===== src/rtl/dpg_pkg.sv =====
package dpg_pkg;

    localparam int unsigned FW = 8;
    localparam int unsigned PW = FW + 1;
    localparam int unsigned MW = 16;

    typedef enum logic {
        ST_IDLE,
        ST_RUN
    } seq_state_e;

    typedef struct packed {
        logic [FW-1:0] high;
        logic [PW-1:0] period;
        logic [PW-1:0] plen;
    } lane_cfg_t;

    function automatic logic in_high(input logic [PW-1:0] pos, input logic [FW-1:0] high);
        return pos < {1'b0, high};
    endfunction

endpackage


===== src/rtl/dpg_setup.sv =====
module dpg_setup
    import dpg_pkg::*;
#(
    parameter int NCORES = 4,
    parameter int CW     = 32,
    parameter int CNW    = 3
) (
    input  logic            approx_en,
    input  logic [FW-1:0]   high,
    input  logic [FW-1:0]   low,
    input  logic [MW-1:0]   sustain,
    input  logic [FW-1:0]   delta,
    input  logic [CNW-1:0]  cores,
    output lane_cfg_t       lcfg,
    output logic [CW-1:0]   pw [NCORES],
    output logic            cfg_ok
);
    logic [PW-1:0] period;
    logic [PW-1:0] dp1;
    logic [PW-1:0] rem;
    logic [PW-1:0] step;
    logic [PW-1:0] plen;

    always_comb begin
        period = {1'b0, high} + {1'b0, low};
        dp1    = {1'b0, delta} + PW'(1);
        rem    = period % dp1;
        step   = approx_en ? (period / dp1) : period;
        plen   = approx_en ? dp1 : PW'(1);
    end

    // interval chain: pw[j] = M * step^j
    assign pw[0] = CW'(sustain);
    for (genvar j = 1; j < NCORES; j++) begin : g_pow
        assign pw[j] = CW'(pw[j-1] * CW'(step));
    end

    always_comb begin
        lcfg.high   = high;
        lcfg.period = period;
        lcfg.plen   = plen;
        cfg_ok = (period != '0) && (sustain != '0) && (cores != '0)
              && (32'(cores) <= 32'(NCORES))
              && (CW'(plen) <= CW'(sustain))
              && (!approx_en || rem == '0);
    end

endmodule


===== src/rtl/dpg_lane.sv =====
module dpg_lane
    import dpg_pkg::*;
#(
    parameter int CW     = 32,
    parameter bit IS_REF = 1'b0
) (
    input  logic          clk,
    input  logic          rst,
    input  logic          clear,
    input  logic          run,
    input  logic          en,
    input  logic [CW-1:0] ivl,
    input  lane_cfg_t     lcfg,
    output logic          act_o,
    output logic          pad_o
);
    logic [PW-1:0] ph_q;
    logic [CW-1:0] ic_q;
    logic [PW-1:0] pr_q;
    logic          slip;

    assign slip = !IS_REF && (ic_q == ivl - CW'(1));

    always_ff @(posedge clk) begin
        if (rst || clear) begin
            ph_q <= '0;
            ic_q <= '0;
            pr_q <= '0;
        end else if (run && en) begin
            if (pr_q == '0)
                ph_q <= (ph_q == lcfg.period - PW'(1)) ? '0 : ph_q + PW'(1);
            if (slip)
                pr_q <= lcfg.plen;
            else if (pr_q != '0)
                pr_q <= pr_q - PW'(1);
            ic_q <= (ic_q == ivl - CW'(1)) ? '0 : ic_q + CW'(1);
        end
    end

    assign act_o = run && en && (pr_q == '0) && in_high(ph_q, lcfg.high);
    assign pad_o = run && en && (pr_q != '0);

    // the pattern position is frozen across a padding cycle
    a_r4_phase_hold: assert property (@(posedge clk) disable iff (rst)
        (pad_o && !clear) |=> $stable(ph_q));

    // a padding burst starts exactly at an interval boundary
    a_r3_burst_aligned: assert property (@(posedge clk) disable iff (rst)
        $rose(pad_o) |-> (ic_q == '0));

endmodule


===== src/rtl/dither_pattern_gen.sv =====
module dither_pattern_gen
    import dpg_pkg::*;
#(
    parameter int NCORES = 4,
    parameter int CW     = 32,
    parameter int CNW    = $clog2(NCORES + 1)
) (
    input  logic              clk,
    input  logic              rst,
    input  logic              start,
    input  logic              approx_en,
    input  logic [FW-1:0]     cfg_high,
    input  logic [FW-1:0]     cfg_low,
    input  logic [MW-1:0]     cfg_sustain,
    input  logic [CNW-1:0]    cfg_cores,
    input  logic [FW-1:0]     cfg_delta,
    output logic [NCORES-1:0] act,
    output logic [NCORES-1:0] pad,
    output logic              busy,
    output logic              done,
    output logic              cfg_err
);
    seq_state_e    state_q;
    lane_cfg_t     lcfg_d, lcfg_q;
    logic [CW-1:0] pw_d [NCORES];
    logic [CW-1:0] pw_q [NCORES];
    logic [CNW-1:0] cores_q;
    logic [CW-1:0] gcnt_q;
    logic [CW-1:0] bound;
    logic          cfg_ok;
    logic          accept;
    logic          running;

    dpg_setup #(.NCORES(NCORES), .CW(CW), .CNW(CNW)) u_setup (
        .approx_en (approx_en),
        .high      (cfg_high),
        .low       (cfg_low),
        .sustain   (cfg_sustain),
        .delta     (cfg_delta),
        .cores     (cfg_cores),
        .lcfg      (lcfg_d),
        .pw        (pw_d),
        .cfg_ok    (cfg_ok)
    );

    assign running = (state_q == ST_RUN);
    assign accept  = start && !running && cfg_ok;
    assign busy    = running;

    always_comb begin
        bound = pw_q[0];
        for (int j = 0; j < NCORES; j++)
            if (32'(cores_q) == j + 1) bound = pw_q[j];
    end

    always_ff @(posedge clk) begin
        if (rst) begin
            state_q <= ST_IDLE;
            lcfg_q  <= '0;
            cores_q <= '0;
            gcnt_q  <= '0;
            done    <= 1'b0;
            cfg_err <= 1'b0;
            for (int j = 0; j < NCORES; j++) pw_q[j] <= '0;
        end else begin
            done <= 1'b0;
            if (!running) begin
                if (start) begin
                    cfg_err <= !cfg_ok;
                    if (cfg_ok) begin
                        state_q <= ST_RUN;
                        lcfg_q  <= lcfg_d;
                        cores_q <= cfg_cores;
                        gcnt_q  <= '0;
                        for (int j = 0; j < NCORES; j++) pw_q[j] <= pw_d[j];
                    end
                end
            end else begin
                gcnt_q <= gcnt_q + CW'(1);
                if (gcnt_q == bound - CW'(1)) begin
                    state_q <= ST_IDLE;
                    done    <= 1'b1;
                end
            end
        end
    end

    for (genvar c = 0; c < NCORES; c++) begin : g_lane
        localparam int IX = (c == 0) ? 0 : c - 1;
        logic lane_en;
        assign lane_en = 32'(cores_q) > c;
        dpg_lane #(.CW(CW), .IS_REF(c == 0)) u_lane (
            .clk   (clk),
            .rst   (rst),
            .clear (accept),
            .run   (running),
            .en    (lane_en),
            .ivl   (pw_q[IX]),
            .lcfg  (lcfg_q),
            .act_o (act[c]),
            .pad_o (pad[c])
        );
    end

    // quiet outputs whenever no sweep runs
    a_r1_idle_quiet: assert property (@(posedge clk) disable iff (rst)
        !busy |-> (act == '0 && pad == '0));

    // done is a single-cycle pulse
    a_r6_done_pulse: assert property (@(posedge clk) disable iff (rst)
        done |=> !done);

    // a sweep does not stop before its bound
    a_r6_run_continues: assert property (@(posedge clk) disable iff (rst)
        (busy && gcnt_q != bound - CW'(1)) |=> busy);

    // a refused start never leaves a sweep running
    a_r7_err_blocks: assert property (@(posedge clk) disable iff (rst)
        cfg_err |-> !busy);

endmodule


===== config.mk =====
export PLATFORM = sky130hd
export DESIGN_NAME = dither_pattern_gen
export DESIGN_NICKNAME = d
export VERILOG_FILES = /design/src/rtl/dpg_pkg.sv /design/src/rtl/dpg_setup.sv /design/src/rtl/dpg_lane.sv /design/src/rtl/dither_pattern_gen.sv
export SDC_FILE = /design/constraint.sdc
export NUM_CORES = 2
export LEC_CHECK = 0
export ABC_AREA = 1
export BUFFER_PORTS_ARGS = -buffer_cell sky130_fd_sc_hd__buf_2
export CAP_MARGIN = 20
export CORE_ASPECT_RATIO = 0.7
export CORE_MARGIN = 5
export CORE_UTILIZATION = 25
export DETAILED_ROUTE_END_ITERATION = 7
export MAX_ROUTING_LAYER = met4
export PLACE_DENSITY = 0.44
export SETUP_SLACK_MARGIN = 0.1
export SYNTH_ARGS = -nofsm -noshare
export SYNTH_HDL_FRONTEND = slang
export SYNTH_SLANG_ARGS = --single-unit

===== constraint.sdc =====
create_clock -name clk -period 74.5 [get_ports clk]
set_input_delay 7.45 -clock clk [delete_from_list [all_inputs] [get_ports clk]]
set_output_delay 7.45 -clock clk [all_outputs]
set_load 0.005 [all_outputs]

## Word level (Yosys, flattened, before mapping)

Memories as Yosys holds them, arrays and structs flattened.
Index checks and enable logic that the tools add are counted.

| cells by class | value |
|---|---|
| bitwise operators | 5 |
| muxes and demuxes | 35 |
| multiply operators | 3 |
| magnitude comparators | 10 |
| reductions and logical operators | 57 |
| div/mod/pow operators | 2 |
| equality and inequality tests | 11 |
| add/subtract/negate cells | 19 |

Operators with widths:

| kind | count |
|---|---|
| $mux 32 | 13 |
| $add 32x1->32 const B | 4 |
| $eq 32x32->1 | 4 |
| $sub 32x1->32 const B | 4 |
| $mux 9 | 12 |
| $mul 32x9->32 | 2 |
| $logic_not 9->1 | 5 |
| $reduce_bool 9->1 | 5 |
| $sub 9x1->9 const B | 5 |
| $add 9x1->9 const B | 4 |
| $eq 9x9->1 | 4 |
| $lt 9x8->1 | 4 |
| $mul 16x9->25 | 1 |
| $logic_and 1x1->1 | 23 |
| $reduce_and 2->1 | 10 |
| $le 9x16->1 | 1 |
| $reduce_bool 16->1 | 1 |
| $mux 1 | 10 |
| $reduce_bool 2->1 | 5 |
| $add 8x1->9 const B | 1 |
| $add 8x8->9 | 1 |
| $div 9x9->9 | 1 |
| $mod 9x9->9 | 1 |
| $eq 3x2->1 const B | 2 |
| other kinds (11) | 19 |

| storage, ports and cells | value |
|---|---|
| memories | 1 |
| bits in registers | 232 |
| input port bits | 47 |
| memory bits (writable) | 128 |

Memories:

| memory | depth | bits a word | rd ports | clocked after Yosys merged registers in | write ports | line | source |
|---|---|---|---|---|---|---|---|
| pw_q | 4 | 32 | 4 | 0 | 4 | dither_pattern_gen.sv:26 | `logic [CW-1:0] pw_q [NCORES];` |

## Depth between registers and ports, before layout

| logic depth | value |
|---|---|
| depth in word-level cells | 13 |
| mapped depth | 159 |

## By module

Synthesis repeated with hierarchy kept, for this count alone.

| second synthesis, totals | value |
|---|---|
| cell total of the unflattened synthesis | 7,111 |
| area total of the unflattened synthesis | 48,232.5 µm² |

Modules (own cells, without submodules):

| module | area an instance (µm²) | cells each | seq. area each (µm²) | instances |
|---|---|---|---|---|
| dpg_setup | 21,602.0 | 2,971 | 0.0 | 1 |
| dither_pattern_gen | 10,737.8 | 1,469 | 5,124.9 | 1 |
| dpg_lane (g_lane[1].u_lane ...) | 4,728.3 | 788 | 1,001.0 | 2 |
| dpg_lane (g_lane[3].u_lane) | 4,998.5 | 860 | 1,001.0 | 1 |
| dpg_lane (g_lane[0].u_lane) | 1,437.6 | 235 | 360.3 | 1 |

## Worst setup path before layout

No wires, ideal clock.

| timing | value |
|---|---|
| path type | input port to flip-flop |
| start | input port cfg_high[0] |
| end | memory pw_q[3][31] (netlist: pw_q[0][127]) (data pin) |
| slack | 44,042 ps |
| stages on the path | 145 |
| required time | 74,236 ps |
| arrival | 30,194 ps |
| cell sequence | ha_1 > fa_1 > nand3_1 > nand2_1 > nand4_1 > nand3_1 > ha_1 > nor2_1 > nor2_1 > nand3_1 > nand2_1 > nand2_1 > ha_1 > a21oi_1 > a21oi_1 > nand2_1 > nand2_1 > o21ai_1 > (+109 left out) > fa_1 > inv_1 > fa_1 > fa_1 > ha_1 > nand2_1 > nor2_1 > nand3_1 > nand3_1 > a21boi_0 > o21ai_0 > a21oi_1 > o21ai_0 > nand3_1 > nand4_1 > nand3_1 > a21oi_1 > nor3_1 |

RTL lines:

| item | line | source |
|---|---|---|
| from (decl) | dither_pattern_gen.sv:12 | `input logic [FW-1:0] cfg_high,` |
| to (decl) | dither_pattern_gen.sv:26 |  |

==> impl_metrics.py <==
metrics = {
    "setup_path": {
        "setup.worst_path.class": "in2reg",
        "rrSetupSlack_ns": 69.67,
        "arrival_ns": 36.15,
        "cp-end-kind": "flop",
        "crit_path_max_fanout": 66,
        "slowest_stage": "xor2_1",
        "start_kind": "input pin",
        "required_ns": 74.81,
        "critPathMaxStageDelay_ns": 0.91,
        "cp_common_cell": "nand2_1",
    },
    "sta": {
        "worst_pin_slew_ns": 1.21,
        "finalSetupViolCount": 0,
        "period_needed_ns": 35.84,
        "final.period_utilization": 0.481,
        "drv_slew": 0,
        "finalHoldViolCount": 0,
        "slew_headroom": 0.173,
        "grt_setup_unrepaired": "false",
        "tns_ns": 0,
        "fmaxAchievable_mhz": 27.9,
        "finalClockSkew_ns": 0.0355,
    },
    "global_routing": {
        "grt_first_pass_wirelength_mm": 242,
        "grt_pass1_vias": 39215,
        "antenna_found_initial": 4,
        "grt_overflow": 0,
        "grtUsageTotal": 0.174,
        "grt_max_degree": 123,
    },
    "detailed_routing": {
        "drtIter0Drc": 3283,
        "routed_via_density": 4.69,
        "firstDrtPassIters": 6,
        "drc": 0,
        "ant_nets": 0,
        "wl_per_cell_um": 18.4,
        "routed_wl_mm": 156,
        "vias": 39761,
    },
    "cts": {
        "cts_tree": "done",
        "insertion_delay_ns": 0.59,
        "cts_inserted_buffers": 37,
        "cts.repair.resized": 0,
        "cts_root_buf": "clkbuf_16",
        "post-cts-setup-buffer-count": 0,
        "cts_buffer_depth": 3,
        "holdBufCountCts": 0,
        "cts_sinks": 335,
        "clkSlewWorstSetupHoldPaths_ns": 0.07,
        "htreeDepth": 2,
    },
    "cells_and_area": {
        "area_growth_pct": 9.41,
        "final_net_count": 6832,
        "fillers": 19472,
        "final_common_cell": "nand2_1",
        "final_cell_mix": "nand2_1, inv_1, nor2_1",
        "drive_gt1_frac": 0.0432,
    },
    "logic_synthesis": {
        "postSynthCellCount": 6140,
        "ys_types": 64,
        "syn_area_sq_um": 43700,
        "synthArstFlopShare": 0,
        "ys.flop_type": "dfxtp_1",
        "yosys_warnings": 0,
        "ys_seq_area_frac": 0.177,
        "synth-edff-count": 103,
        "synth_seq_cells": 335,
        "synth_area_per_cell_sq_um": 7.12,
        "synth_fp_nets": 6872,
    },
    "die": {
        "die_w_um": 510,
        "die_area_sq_um": 183000,
        "core_area_sq_um": 174000,
        "start_util": 0.251,
        "rows": 128,
        "pin_count": 58,
        "fp.dieH_um": 360,
    },
    "place": {
        "portBuffers": 57,
        "dp_hpwl_mm": 125,
        "gp_congestion": 0.922,
    },
    "hold_path": {
        "hold_class": "reg2reg",
    },
    "outcome": {
        "status": "complete, no violations",
    },
    "job": {
        "maxCapViolations": 0,
    },
}
[final cells by class]
type / count / area [sq um] / share of cell area
Multi-Input combinational cell: 4540 / 31100 / 0.652
Sequential cell: 335 / 7740 / 0.162
Inverter: 1094 / 4110 / 0.0859
Tap cell: 2340 / 2930 / 0.0613
Clock buffer: 47 / 1010 / 0.0212
Timing Repair Buffer: 92 / 548 / 0.0115
Clock inverter: 20 / 310 / 0.00649
Antenna cell: 3 / 7.51 / 0.000157
[final timing paths]
kind                                         start                                    end  depth (start not counted)
max reg2reg                        busy$_SDFF_PP0_              pw_q[0][88]$_SDFFCE_PN0P_                          7
max                                    cfg_high[0]             pw_q[0][127]$_SDFFCE_PN0P_                        146
min reg2reg  g_lane[0].u_lane.pr_q[8]$_SDFFE_PP0P_  g_lane[0].u_lane.pr_q[8]$_SDFFE_PP0P_                          2
min          g_lane[0].u_lane.pr_q[8]$_SDFFE_PP0P_  g_lane[0].u_lane.pr_q[8]$_SDFFE_PP0P_                          2
[sequential cells by signal (all words and copies together), names as in the netlist]
name / count
pw_q: 103
g_lane.u_lane.ic_q: 96
g_lane.u_lane.ph_q: 36
g_lane.u_lane.pr_q: 36
gcnt_q: 32
lcfg_q: 26
cores_q: 3
busy: 1
cfg_err: 1
done: 1
[worst max-delay path, delay by kind of cell]
family	cells	cell delay [ns]
and+or+nand+nor	68	8.29
AOI/OAI and AO/OA	30	5.57
adders and majority gates	27	10.03
xor gates and xnor gates	2	1.73
buffers and inverters	19	2.97
[cells in the mapped netlist (6+ instances only)]
master,number,share of area
ha_1,244,0.070
or2_2,42,0.0060
o22ai_1,21,0.0030
o2111ai_1,6,0.0012
o211ai_1,15,0.0026
clkinv_1,7,0.00060
buf_4,10,0.0017
buf_1,32,0.0027
nand3b_1,54,0.0093
xnor2_1,62,0.012
nand2_2,11,0.0016
a21oi_1,285,0.033
nor3_1,128,0.015
nor2_2,9,0.0013
fa_1,441,0.20
o21ai_1,14,0.0016
inv_2,16,0.0014
o21bai_1,20,0.0034
nand3_1,280,0.032
o21a_1,13,0.0022
nor4_1,76,0.011
clkbuf_1,96,0.0082
inv_1,1071,0.092
buf_6,7,0.0018
xor2_1,325,0.065
nand2_1,1293,0.11
a21boi_0,7,0.0012
nor3b_1,16,0.0027
nand4_1,134,0.019
buf_2,26,0.0030
a31oi_1,9,0.0013
o21ai_0,167,0.019
dfxtp_1,232,0.11
a21o_1,19,0.0033
edfxtp_1,103,0.071
nor2_1,786,0.068
[routing by layer]
layer | routed length [um] | global-route usage | vias to the layer above
met3 | 12300 | 0.0409 | 129
li1 | - | - | 19228
met2 | 59400 | 0.229 | 1094
met5 | 0 | - | -
met1 | 81900 | 0.267 | 19310
met4 | 2510 | 0.0270 | 0
[cells by family after synthesis]
family,synth area share
buf+inv,0.111
flops,0.177
simple gates,0.284
compound gates,0.0772
xor+xnor,0.0780
fa+ha+maj,0.272
[through the flow]
stage | setup WS (ns) | instance area, sq um | util | cells | hold WS [ns]
floorplan | 44.04 | 43700 | - | 6140 | 0.431
global placement | 38.93 | 46500 | 0.267 | 8401 | 0.440
detailed placement | 38.67 | 46500 | 0.267 | 8401 | 0.445
CTS | 39.15 | 47800 | 0.275 | 8468 | 0.454
global route | 36.30 | 47800 | 0.275 | 8470 | 0.480
finish | 38.66 | 47800 | 0.275 | 8471 | 0.451
Power is not shown: default switching activity piles up to over one toggle a cycle in this logic, so the estimate is an artifact.
